### src/rtl/mc_seq_pkg.sv
package mc_seq_pkg;

    typedef enum logic [2:0] {
        ST_FETCH  = 3'd0,
        ST_DECODE = 3'd1,
        ST_ALU    = 3'd2,
        ST_WBACK  = 3'd3,
        ST_MEMRD  = 3'd4,
        ST_MEMWR  = 3'd5,
        ST_JUMP   = 3'd6,
        ST_HALT   = 3'd7
    } seq_state_e;

    typedef enum logic [2:0] {
        CL_NONE  = 3'd0,
        CL_HALT  = 3'd1,
        CL_LOAD  = 3'd2,
        CL_STORE = 3'd3,
        CL_ALU   = 3'd4,
        CL_JUMP  = 3'd5
    } instr_class_e;

    localparam logic [2:0] ALU_ADD = 3'd0;
    localparam logic [2:0] ALU_SUB = 3'd1;
    localparam logic [2:0] ALU_XOR = 3'd2;
    localparam logic [2:0] ALU_AND = 3'd3;
    localparam logic [2:0] ALU_OR  = 3'd4;

    localparam logic [1:0] ADR_IP    = 2'd0;
    localparam logic [1:0] ADR_PORTA = 2'd1;
    localparam logic [1:0] ADR_PORTB = 2'd2;

    localparam logic [2:0] FLAGS_ARITH = 3'b111;
    localparam logic [2:0] FLAGS_LOGIC = 3'b101;

    localparam logic [3:0] OP_NOP   = 4'd0;
    localparam logic [3:0] OP_HLT   = 4'd1;
    localparam logic [3:0] OP_LOAD  = 4'd2;
    localparam logic [3:0] OP_STORE = 4'd3;
    localparam logic [3:0] OP_ADD   = 4'd4;
    localparam logic [3:0] OP_SUB   = 4'd5;
    localparam logic [3:0] OP_ADDI  = 4'd6;
    localparam logic [3:0] OP_SUBI  = 4'd7;
    localparam logic [3:0] OP_XOR   = 4'd8;
    localparam logic [3:0] OP_AND   = 4'd9;
    localparam logic [3:0] OP_OR    = 4'd10;
    localparam logic [3:0] OP_JUMP  = 4'd11;

    typedef struct packed {
        instr_class_e cls;
        logic [2:0]   alu_op;
        logic         use_imm;
        logic         arith;
    } dec_t;

endpackage

### src/rtl/mc_seq_ir.sv
module mc_seq_ir #(
    parameter int IW   = 16,
    parameter int RW   = 4,
    parameter int IMMW = 8,
    parameter int XW   = 16
) (
    input  logic            clk,
    input  logic            rst_n,
    input  logic            load_i,
    input  logic [IW-1:0]   instr_i,
    input  logic            take_en_i,
    input  logic            br_taken_i,
    output logic [IW-RW-IMMW-1:0] opcode_o,
    output logic [RW-1:0]   fa_o,
    output logic [RW-1:0]   fb_o,
    output logic [XW-1:0]   sext_o,
    output logic            take_o
);
    localparam int OPW   = IW - RW - IMMW;
    localparam int FA_HI = IW - OPW - 1;
    localparam int FB_HI = IMMW - 1;

    logic [IW-1:0] ir_q;
    logic          take_q;

    always_ff @(posedge clk or negedge rst_n) begin
        if (!rst_n) begin
            ir_q <= '0;
        end else if (load_i) begin
            ir_q <= instr_i;
        end
    end

    always_ff @(posedge clk or negedge rst_n) begin
        if (!rst_n) begin
            take_q <= 1'b0;
        end else if (take_en_i) begin
            take_q <= br_taken_i;
        end
    end

    assign opcode_o = ir_q[IW-1 -: OPW];
    assign fa_o     = ir_q[FA_HI -: RW];
    assign fb_o     = ir_q[FB_HI -: RW];
    assign take_o   = take_q;

    generate
        if (XW > IMMW) begin : g_ext
            assign sext_o = {{(XW-IMMW){ir_q[IMMW-1]}}, ir_q[IMMW-1:0]};
        end else begin : g_trunc
            assign sext_o = ir_q[XW-1:0];
        end
    endgenerate

endmodule

### src/rtl/mc_seq_decode.sv
module mc_seq_decode
    import mc_seq_pkg::*;
#(
    parameter int OPW = 4
) (
    input  logic [OPW-1:0] opcode_i,
    output dec_t           dec_o
);
    logic [3:0] opc;

    generate
        if (OPW >= 4) begin : g_wide
            assign opc = opcode_i[3:0];
        end else begin : g_narrow
            assign opc = {{(4-OPW){1'b0}}, opcode_i};
        end
    endgenerate

    always_comb begin
        dec_o = '{cls: CL_NONE, alu_op: ALU_ADD, use_imm: 1'b0, arith: 1'b0};
        case (opc)
            OP_HLT:   dec_o.cls = CL_HALT;
            OP_LOAD:  dec_o.cls = CL_LOAD;
            OP_STORE: dec_o.cls = CL_STORE;
            OP_JUMP:  dec_o.cls = CL_JUMP;
            OP_ADD: begin
                dec_o.cls    = CL_ALU;
                dec_o.alu_op = ALU_ADD;
                dec_o.arith  = 1'b1;
            end
            OP_SUB: begin
                dec_o.cls    = CL_ALU;
                dec_o.alu_op = ALU_SUB;
                dec_o.arith  = 1'b1;
            end
            OP_ADDI: begin
                dec_o.cls     = CL_ALU;
                dec_o.alu_op  = ALU_ADD;
                dec_o.arith   = 1'b1;
                dec_o.use_imm = 1'b1;
            end
            OP_SUBI: begin
                dec_o.cls     = CL_ALU;
                dec_o.alu_op  = ALU_SUB;
                dec_o.arith   = 1'b1;
                dec_o.use_imm = 1'b1;
            end
            OP_XOR: begin
                dec_o.cls    = CL_ALU;
                dec_o.alu_op = ALU_XOR;
            end
            OP_AND: begin
                dec_o.cls    = CL_ALU;
                dec_o.alu_op = ALU_AND;
            end
            OP_OR: begin
                dec_o.cls    = CL_ALU;
                dec_o.alu_op = ALU_OR;
            end
            default: dec_o.cls = CL_NONE;
        endcase
    end

endmodule

### src/rtl/mc_seq_next.sv
module mc_seq_next
    import mc_seq_pkg::*;
(
    input  seq_state_e   state_i,
    input  instr_class_e cls_i,
    output seq_state_e   next_o
);
    always_comb begin
        next_o = ST_FETCH;
        unique case (state_i)
            ST_FETCH:  next_o = ST_DECODE;
            ST_DECODE: begin
                case (cls_i)
                    CL_HALT:  next_o = ST_HALT;
                    CL_LOAD:  next_o = ST_MEMRD;
                    CL_STORE: next_o = ST_MEMWR;
                    CL_ALU:   next_o = ST_ALU;
                    CL_JUMP:  next_o = ST_JUMP;
                    default:  next_o = ST_FETCH;
                endcase
            end
            ST_ALU:    next_o = ST_WBACK;
            ST_WBACK:  next_o = ST_FETCH;
            ST_MEMRD:  next_o = ST_FETCH;
            ST_MEMWR:  next_o = ST_FETCH;
            ST_JUMP:   next_o = ST_FETCH;
            ST_HALT:   next_o = ST_HALT;
        endcase
    end

endmodule

### src/rtl/mc_seq_outputs.sv
module mc_seq_outputs
    import mc_seq_pkg::*;
#(
    parameter int RW = 4
) (
    input  seq_state_e  state_i,
    input  logic [2:0]  alu_op_i,
    input  logic        use_imm_i,
    input  logic        arith_i,
    input  logic        take_i,
    input  logic [RW-1:0] fa_i,
    input  logic [RW-1:0] fb_i,
    output logic        ir_load_o,
    output logic        ip_inc_o,
    output logic        ip_rel_we_o,
    output logic        mem_rd_o,
    output logic        mem_wr_o,
    output logic [1:0]  mem_addr_sel_o,
    output logic [RW-1:0] rf_rd_a_o,
    output logic [RW-1:0] rf_rd_b_o,
    output logic        rf_we_o,
    output logic [RW-1:0] rf_waddr_o,
    output logic        rf_wsrc_mem_o,
    output logic [2:0]  alu_op_o,
    output logic        alu_src_imm_o,
    output logic [2:0]  flag_we_o,
    output logic        halted_o
);
    assign rf_rd_a_o  = fa_i;
    assign rf_rd_b_o  = fb_i;
    assign rf_waddr_o = fa_i;

    always_comb begin
        ir_load_o      = 1'b0;
        ip_inc_o       = 1'b0;
        ip_rel_we_o    = 1'b0;
        mem_rd_o       = 1'b0;
        mem_wr_o       = 1'b0;
        mem_addr_sel_o = ADR_IP;
        rf_we_o        = 1'b0;
        rf_wsrc_mem_o  = 1'b0;
        alu_op_o       = ALU_ADD;
        alu_src_imm_o  = 1'b0;
        flag_we_o      = 3'b000;
        halted_o       = 1'b0;
        unique case (state_i)
            ST_FETCH: begin
                ir_load_o      = 1'b1;
                ip_inc_o       = 1'b1;
                mem_rd_o       = 1'b1;
                mem_addr_sel_o = ADR_IP;
            end
            ST_DECODE: begin
            end
            ST_ALU: begin
                alu_op_o      = alu_op_i;
                alu_src_imm_o = use_imm_i;
                flag_we_o     = arith_i ? FLAGS_ARITH : FLAGS_LOGIC;
            end
            ST_WBACK: begin
                rf_we_o = 1'b1;
            end
            ST_MEMRD: begin
                mem_rd_o       = 1'b1;
                mem_addr_sel_o = ADR_PORTB;
                rf_we_o        = 1'b1;
                rf_wsrc_mem_o  = 1'b1;
            end
            ST_MEMWR: begin
                mem_wr_o       = 1'b1;
                mem_addr_sel_o = ADR_PORTA;
            end
            ST_JUMP: begin
                ip_rel_we_o = take_i;
            end
            ST_HALT: begin
                halted_o = 1'b1;
            end
        endcase
    end

endmodule

### src/rtl/mc_ctrl_seq.sv
module mc_ctrl_seq
    import mc_seq_pkg::*;
#(
    parameter int IW   = 16,
    parameter int RW   = 4,
    parameter int IMMW = 8,
    parameter int XW   = 16
) (
    input  logic            clk,
    input  logic            rst_n,
    input  logic [IW-1:0]   instr_i,
    input  logic            br_taken_i,
    output logic [2:0]      state_o,
    output logic            ir_load_o,
    output logic            ip_inc_o,
    output logic            ip_rel_we_o,
    output logic [XW-1:0]   ir_sext_o,
    output logic [RW-1:0]   jcond_o,
    output logic            mem_rd_o,
    output logic            mem_wr_o,
    output logic [1:0]      mem_addr_sel_o,
    output logic [RW-1:0]   rf_rd_a_o,
    output logic [RW-1:0]   rf_rd_b_o,
    output logic            rf_we_o,
    output logic [RW-1:0]   rf_waddr_o,
    output logic            rf_wsrc_mem_o,
    output logic [2:0]      alu_op_o,
    output logic            alu_src_imm_o,
    output logic [2:0]      flag_we_o,
    output logic            halted_o
);
    localparam int OPW = IW - RW - IMMW;

    seq_state_e     state_q;
    seq_state_e     state_d;
    logic [OPW-1:0] opcode;
    logic [RW-1:0]  fa;
    logic [RW-1:0]  fb;
    logic           take;
    dec_t           dec;

    always_ff @(posedge clk or negedge rst_n) begin
        if (!rst_n) begin
            state_q <= ST_FETCH;
        end else begin
            state_q <= state_d;
        end
    end

    mc_seq_ir #(.IW(IW), .RW(RW), .IMMW(IMMW), .XW(XW)) u_ir (
        .clk        (clk),
        .rst_n      (rst_n),
        .load_i     (state_q == ST_FETCH),
        .instr_i    (instr_i),
        .take_en_i  (state_q == ST_DECODE),
        .br_taken_i (br_taken_i),
        .opcode_o   (opcode),
        .fa_o       (fa),
        .fb_o       (fb),
        .sext_o     (ir_sext_o),
        .take_o     (take)
    );

    mc_seq_decode #(.OPW(OPW)) u_dec (
        .opcode_i (opcode),
        .dec_o    (dec)
    );

    mc_seq_next u_next (
        .state_i (state_q),
        .cls_i   (dec.cls),
        .next_o  (state_d)
    );

    mc_seq_outputs #(.RW(RW)) u_out (
        .state_i        (state_q),
        .alu_op_i       (dec.alu_op),
        .use_imm_i      (dec.use_imm),
        .arith_i        (dec.arith),
        .take_i         (take),
        .fa_i           (fa),
        .fb_i           (fb),
        .ir_load_o      (ir_load_o),
        .ip_inc_o       (ip_inc_o),
        .ip_rel_we_o    (ip_rel_we_o),
        .mem_rd_o       (mem_rd_o),
        .mem_wr_o       (mem_wr_o),
        .mem_addr_sel_o (mem_addr_sel_o),
        .rf_rd_a_o      (rf_rd_a_o),
        .rf_rd_b_o      (rf_rd_b_o),
        .rf_we_o        (rf_we_o),
        .rf_waddr_o     (rf_waddr_o),
        .rf_wsrc_mem_o  (rf_wsrc_mem_o),
        .alu_op_o       (alu_op_o),
        .alu_src_imm_o  (alu_src_imm_o),
        .flag_we_o      (flag_we_o),
        .halted_o       (halted_o)
    );

    assign state_o = state_q;
    assign jcond_o = fa;

endmodule

### config.mk
export PLATFORM = sky130hd
export DESIGN_NAME = mc_ctrl_seq
export DESIGN_NICKNAME = d
export VERILOG_FILES = /design/src/rtl/mc_seq_pkg.sv /design/src/rtl/mc_seq_ir.sv /design/src/rtl/mc_seq_decode.sv /design/src/rtl/mc_seq_next.sv /design/src/rtl/mc_seq_outputs.sv /design/src/rtl/mc_ctrl_seq.sv
export SDC_FILE = /design/constraint.sdc
export NUM_CORES = 1
export LEC_CHECK = 0
export BUFFER_PORTS_ARGS = -buffer_cell sky130_fd_sc_hd__buf_2
export CORE_MARGIN = 8
export CORE_UTILIZATION = 44
export CTS_CLUSTER_DIAMETER = 40
export DETAILED_ROUTE_END_ITERATION = 12
export PLACE_DENSITY = 0.81
export SLEW_MARGIN = 40
export SYNTH_ARGS = -nofsm -noshare
export SYNTH_HDL_FRONTEND = slang
export SYNTH_HIERARCHICAL = 1
export SYNTH_SLANG_ARGS = --single-unit
### constraint.sdc
create_clock -name clk -period 4.1 [get_ports clk]
set_input_delay 0.41 -clock clk [delete_from_list [all_inputs] [get_ports clk]]
set_output_delay 0.41 -clock clk [all_outputs]
set_load 0.02 [all_outputs]
After elaboration in Yosys (flattened, before gate mapping). Cells that the tools add are included.

Reductions and logical operators: 8. Multiplexer cells: 18. Eq/ne operators: 23.

Operator list (number): $pmux W3 S5 (3); $eq A3 B3 Y1 const B (6); $eq A4 B3 Y1 const B (4); $eq A4 B4 Y1 const B (4); $eq A3 B2 Y1 const B (4); $pmux W3 S4 (1); $mux W1 (10); $eq A4 B2 Y1 const B (2); $reduce_or A2 Y1 (4); $reduce_or A4 Y1 (2); $reduce_or A7 Y1 (1); $eq A3 B1 Y1 const B (2); $mux W3 (2); $eq A4 B1 Y1 const B (1); $pmux W2 S2 (1); $logic_not A3 Y1 (1); $mux W2 (1).

Input bits: 19. Flip-flop bits (word level): 20.

Logic depth before layout (Yosys ltp). Gate-level depths: netlist of run 1.

Word-level depth: 6. Depth in mapped cells: 8.

Hierarchy. The synthesis of run 1 kept the hierarchy.

By module, submodules not included: mc_seq_ir (instances 1, cells each 48, area an instance 775.7 um^2); mc_seq_outputs (instances 1, cells each 33, area an instance 246.5 um^2); mc_seq_decode (instances 1, cells each 16, area an instance 110.1 um^2); mc_seq_next (instances 1, cells each 16, area an instance 100.1 um^2); mc_ctrl_seq (instances 1, cells each 5, area an instance 97.6 um^2).

Worst setup path before layout of run 1. OpenSTA, ideal clock, no wires.

Path kind: register -> output. Start: reg state_q[1], in the netlist state_o[1]. End: out ir_load_o. Arrival time: 1.524 ns. Slack: 2.166 ns. Stages on the path, launching flop included: 4. Required time: 3.690 ns. Cells stage by stage: dfrtp_1 -> buf_4 -> nor3_1 -> buf_4.

Longest elaborated chain between the ends: 2.

Ends and longest elaborated chain: start: declaration (RTL line mc_ctrl_seq.sv:34) `seq_state_e state_q;`; start signal: assignment (RTL line mc_ctrl_seq.sv:46) `state_q <= state_d;`; $logic_not A3 Y1; $mux W1; end: declaration (RTL line mc_ctrl_seq.sv:14) `output logic ir_load_o,`.

Every way passes these cells.

==> metrics.md, run 1 <==
| Metric | Value |
|---|---|
| Mapped Cells | `118` |
| DIE HEIGHT | `71.0 µm` |
| Sink Count | `20` |
| # DRC | `0` |
| Worst Path Class, Setup | `register to output pin` |
| Commonest cells after routing, fill and taps aside | `buf_2, dfrtp_1, mux2_4` |
| Die Area | `0.00504 mm²` |
| CP max FO | `4` |
| Root Buffer | `clkbuf_4` |
| Top cells by area, synth | `dfrtp_1, buf_4, mux2_4` |
| Initial DRC count | `37` |
| Maximum clock frequency | `480 MHz` |
| Max IR drop VDD | `0.000461 V` |
| Status | `complete, no violations` |
| Pre-antenna DRT Iters | `4` |
| Clock transition at the registers of the reported paths | `110 ps` |
| Synth Area per Inst | `11.3 µm²` |
| Initial antenna violation count | `0` |
| Fin crit share | `50.8%` |
| Total Neg Setup Slack | `0 ps` |
| Routed vias/inst | `4.62` |
| Worst path arrival time | `1670 ps` |
| Clock buffer count from CTS | `3` |
| Power per cell area | `1010 mW/mm²` |
| Final min period | `2080 ps` |
| Required time worst endpoint | `3690 ps` |
| Port bufs | `70` |
| Most common cell after layout, fill and taps aside | `buf_2` |
| CTS Buffer Depth | `2` |
| Leak | `0.820 nW` |
| Nets@finish | `186` |
| Starting Density | `45.0%` |
| Register bit count reported by yosys | `20` |
| Post-DRT Antenna Nets | `0` |
| Avg WL per Cell | `14.3 µm` |
| Syn_nets | `142` |
| Post-Place Worst Slack | `2340 ps` |
| DR vias | `897` |
| FF-to-FF path depth | `7` |
| Reg-to-reg endpoint | `state_o[1]` |
| Final Worst Setup Slack | `2020 ps` |
| Final HPWL DP | `2250 µm` |
| Io pins | `71` |
| Slew Limit Headroom | `62.7%` |
| # resized after CTS | `0` |
| RSZ-0062 raised after global routing | `false` |
| Reg-to-reg slack, setup | `2370 ps` |
| Area grow syn2layout | `13.9%` |
| Global route overflow | `0` |
| Total track usage | `10.3%` |
| Row cnt | `20` |
| Antenna diode count | `0` |
| Worst setup EP type | `output pin` |
| Synth Cell Area | `0.00133 mm²` |
| Worst-Skew Late Latency | `290 ps` |
| Die width | `71.0 µm` |
| Vias in the first global route | `884` |
| Count of final setup violators | `0` |
| R2R Path Start | `u_ir/ir_q[15]` |
| Pin count of the biggest net entering global routing | `21` |
| Largest area contributor in the netlist | `dfrtp_1` |
| Hold crit path type | `input pin to asynchronous set/reset pin` |
| Core outline area | `0.00295 mm²` |
| Worst setup SP type | `register` |
| Yosys warns | `6` |
| Routed WL | `2780 µm` |
| Placer Congestion | `0.754` |
| Least-Margin Pin Slew | `560 ps` |
| Max-cap violations | `0` |
| First-pass GRT wire length | `4220 µm` |
| Area share of the largest cell type after synthesis | `37.6%` |
| Fin. Hold Viols | `0` |
| Post-CTS Setup Inserts | `0` |
| Fin util | `51.3%` |
| Hold-fix buffers, CTS | `0` |
| Sequential share of the synthesized area | `37.6%` |
| H-tree depth | `1` |
| Max-slew violation count | `0` |
| Yosys cell types | `35` |
| Setup Skew | `0.857 ps` |
| CTS tree | `built` |
| Share of cells above drive strength 1 | `61.5%` |
[worst max-delay path by stage]
stage / from / endpoint
3_3_place_gp: u_ir/ir_q[14] / alu_op_o[0]
5_1_grt: u_ir/ir_q[14] / alu_op_o[0]
4_1_cts: u_ir/ir_q[14] / alu_op_o[0]
3_5_place_dp: u_ir/ir_q[14] / alu_op_o[0]
6_report: u_ir/ir_q[14] / alu_op_o[0]
2_1_floorplan: state_o[1] / ir_load_o
[power breakdown]
group / switching, mW / internal [mW] / leakage (nW)
combinational: 0.554 / 0.431 / 0.563
clock: 0.0572 / 0.0541 / 0.0210
sequential: 0.137 / 0.299 / 0.237
total: 0.748 / 0.784 / 0.820
[metrics by stage]
stage                     hold slack [ps]  cells  area [µm²]  power, mW
after floorplan                       114    118        1330       1.36
after global placement                376    190        1480       1.41
after detailed placement              389    190        1480       1.44
after CTS                            50.2    194        1520       1.55
after global routing                 67.9    194        1520       1.63
final                                45.6    194        1520       1.53
[synthesized netlist by cell type (all sizes together)]
| library cell | instances |
|---|---|
| o21bai | 1 |
| nand2 | 7 |
| ha | 5 |
| nand2b | 1 |
| a21oi | 1 |
| a21o | 1 |
| o211ai | 1 |
| o22ai | 1 |
| and2 | 6 |
| inv | 4 |
| and3 | 1 |
| o21a | 1 |
| mux2 | 17 |
| nor2 | 4 |
| a21boi | 1 |
| nor3b | 4 |
| and4bb | 1 |
| nor3 | 2 |
| dfrtp | 20 |
| clkbuf | 1 |
| nand3 | 1 |
| a32o | 1 |
| xnor2 | 1 |
| and4b | 1 |
| buf | 31 |
| nor2b | 1 |
| o21ai | 2 |
[layout make-up]
cell class,instances,area (µm²)
flip-flops and latches,20,500
inverters,4,15.0
repair buffers,71,358
well taps,33,41.3
multi-input cells,62,564
fillers,270,1440
clock buffers,4,36.3
[critical path, cell delays in order, from the launching register on]
cell and delay (ps):
dfrtp_1 420, inv_1 80, ha_1 200, nor2b_2 160, o21a_1 160, and4bb_2 210, buf_2 150
[state kept, by name (all words and copies together) (netlist names)]
register     cells
u_ir/take_o      1
u_ir/ir_q       16
state_o          3
[per-layer routing]
| layer | track usage [%] | vias to the layer above | share of wire (%) |
|---|---|---|---|
| li1 | - | 453 | - |
| met1 | 10.3 | 416 | 40 |
| met2 | 18.8 | 26 | 53 |
| met3 | 2.82 | 2 | 5.5 |
| met4 | 5.54 | 0 | 1.3 |
| met5 | 0 | - | 0 |
[cells by family after synthesis]
| logic type | count (synthesis) | synth area share, % |
|---|---|---|
| fa+ha+maj | 5 | 4.70 |
| mux | 17 | 17.2 |
| compound gates | 10 | 5.17 |
| flops | 20 | 37.6 |
| simple gates | 29 | 14.7 |
| buf+inv | 36 | 19.9 |
| xor+xnor | 1 | 0.659 |
Note: power is estimated with default switching activity, not from simulation.
==> run 2: changes to the inputs <==
==> constraint.sdc (replaced) <==
create_clock -name clk -period 2.1 [get_ports clk]
set_input_delay 0.21 -clock clk [delete_from_list [all_inputs] [get_ports clk]]
set_output_delay 0.21 -clock clk [all_outputs]
set_load 0.02 [all_outputs]
==> metrics.md, run 2 (same netlist as run 1, synthesis figures left out) <==
| Metric | Value |
|---|---|
| Antenna diode count | `0` |
| Core outline area | `0.00295 mm²` |
| Row cnt | `20` |
| Biggest register | `u_ir/ir_q` |
| Least-Margin Pin Slew | `537 ps` |
| Sink Count | `20` |
| Pre-antenna DRT Iters | `4` |
| Total chip power | `3.04 mW` |
| Post-DRT Antenna Nets | `0` |
| CTS Buffer Depth | `2` |
| Initial antenna violation count | `0` |
| Worst-Skew Late Latency | `290 ps` |
| Critical path, cell by cell | `inv_1, ha_1, nor2b_2, o21a_1, and4bb_2, buf_2` |
| Die width | `71.0 µm` |
| H-tree depth | `1` |
| Clock transition at the registers of the reported paths | `110 ps` |
| Area grow syn2layout | `15.2%` |
| DR vias | `920` |
| CTS tree | `built` |
| Total Neg Setup Slack | `0 ps` |
| Commonest cells after routing, fill and taps aside | `buf_2, dfrtp_1, mux2_4` |
| Clock buffer count from CTS | `3` |
| Max-slew violation count | `0` |
| CP max FO | `4` |
| Critical-path top delay cell | `dfrtp_1` |
| Total track usage | `11.4%` |
| # resized after CTS | `0` |
| Routed vias/inst | `4.69` |
| Largest register FFs | `16` |
| Comb pwr share | `66.0%` |
| Count of final setup violators | `0` |
| Net Switching | `1.49 mW` |
| Initial DRC count | `35` |
| Worst Path Class, Setup | `register to output pin` |
| Worst setup EP type | `output pin` |
| Hold crit path type | `input pin to register` |
| Leak | `0.829 nW` |
| Die Area | `0.00504 mm²` |
| Power per cell area | `1980 mW/mm²` |
| Final HPWL DP | `2370 µm` |
| Hold-fix buffers, CTS | `1` |
| Share of cells above drive strength 1 | `61.3%` |
| RSZ-0062 raised after global routing | `false` |
| Root Buffer | `clkbuf_4` |
| Nets@finish | `188` |
| Fin util | `51.9%` |
| Worst path arrival time | `1680 ps` |
| Routed WL | `2970 µm` |
| Most common cell after layout, fill and taps aside | `buf_2` |
| Seq pwr share | `26.9%` |
| Placer Congestion | `0.774` |
| Cell Int Power | `1.55 mW` |
| Fin. Hold Viols | `0` |
| Global route overflow | `0` |
| Status | `complete, no violations` |
| Setup Skew | `1.22 ps` |
| Max IR drop VDD | `0.000830 V` |
| Pin count of the biggest net entering global routing | `21` |
| Sw frac | `49.0%` |
| Max-cap violations | `0` |
| Port bufs | `70` |
| Post-CTS Setup Inserts | `0` |
| Largest stage delay on the critical path | `400 ps` |
| Avg WL per Cell | `15.1 µm` |
| Clk pwr share | `7.1%` |
| Maximum clock frequency | `529 MHz` |
| DIE HEIGHT | `71.0 µm` |
| Slew Limit Headroom | `64.2%` |
| Fin crit share | `90.0%` |
| Required time worst endpoint | `1890 ps` |
| Final min period | `1890 ps` |
| Starting Density | `45.0%` |
| Worst setup SP type | `register` |
| Vias in the first global route | `970` |
| First-pass GRT wire length | `4630 µm` |
| # DRC | `0` |
| Hold slack final | `139 ps` |
| Io pins | `71` |
==> run 2: path summary, 6_finish.rpt <==
check | startpoint | to | slack (ps) | depth (start not counted)
min in group asynchronous | rst_n | u_ir/ir_q[2] | 390 | 2
max in group asynchronous | rst_n | u_ir/ir_q[10] | 1400 | 2
setup reg to reg | u_ir/ir_q[15] | state_o[1] | 350 | 7
hold / removal | instr_i[5] | u_ir/ir_q[5] | 140 | 2
setup / recovery | u_ir/ir_q[14] | alu_op_o[0] | 210 | 6
hold reg to reg | u_ir/ir_q[0] | u_ir/ir_q[0] | 520 | 1
==> run 2: per-stage QoR <==
step                setup slack [ps]  area (µm²)  cells
global route                     106        1530    196
CTS                              187        1530    196
detailed placement               382        1490    191
floorplan                        366        1330    118
finish                           209        1530    196
global placement                 500        1490    191
==> run 2: worst max-delay path: cells and delay by family (launching register included) <==
kind / cells / cell delay [ps]
AOI/OAI and AO/OA: 1 / 170
DFF: 1 / 400
adders and majority gates: 1 / 220
buffers and inverters: 2 / 230
and+or+nand+nor: 2 / 380
==> run 2: routing by layer <==
layer / vias to the layer above / share of wire, % / wire length [µm] / global-route usage [%]
met2: 26 / 54 / 1600 / 21.4
met1: 434 / 38 / 1140 / 10.7
li1: 458 / - / - / -
met4: 0 / 1.2 / 36 / 6.00
met5: - / 0 / 0 / 0
met3: 2 / 6.4 / 190 / 3.39
==> run 2: final cells by class <==
| cell class | count | area, µm² |
|---|---|---|
| Timing Repair Buffer | 73 | 375 |
| Sequential cell | 20 | 500 |
| Tap cell | 33 | 41.3 |
| Multi-Input combinational cell | 62 | 564 |
| Inverter | 4 | 15.0 |
| Clock buffer | 4 | 36.3 |
| Fill cell | 284 | 1420 |
==> run 2: power groups by stage <==
stage	sequential [mW]	clock [mW]	combinational, mW
CTS	0.820	0.229	2.03
floorplan	0.918	0	1.73
global route	0.853	0.242	2.14
global placement	0.801	0	1.96
finish	0.817	0.215	2.00
detailed placement	0.826	0	2.02
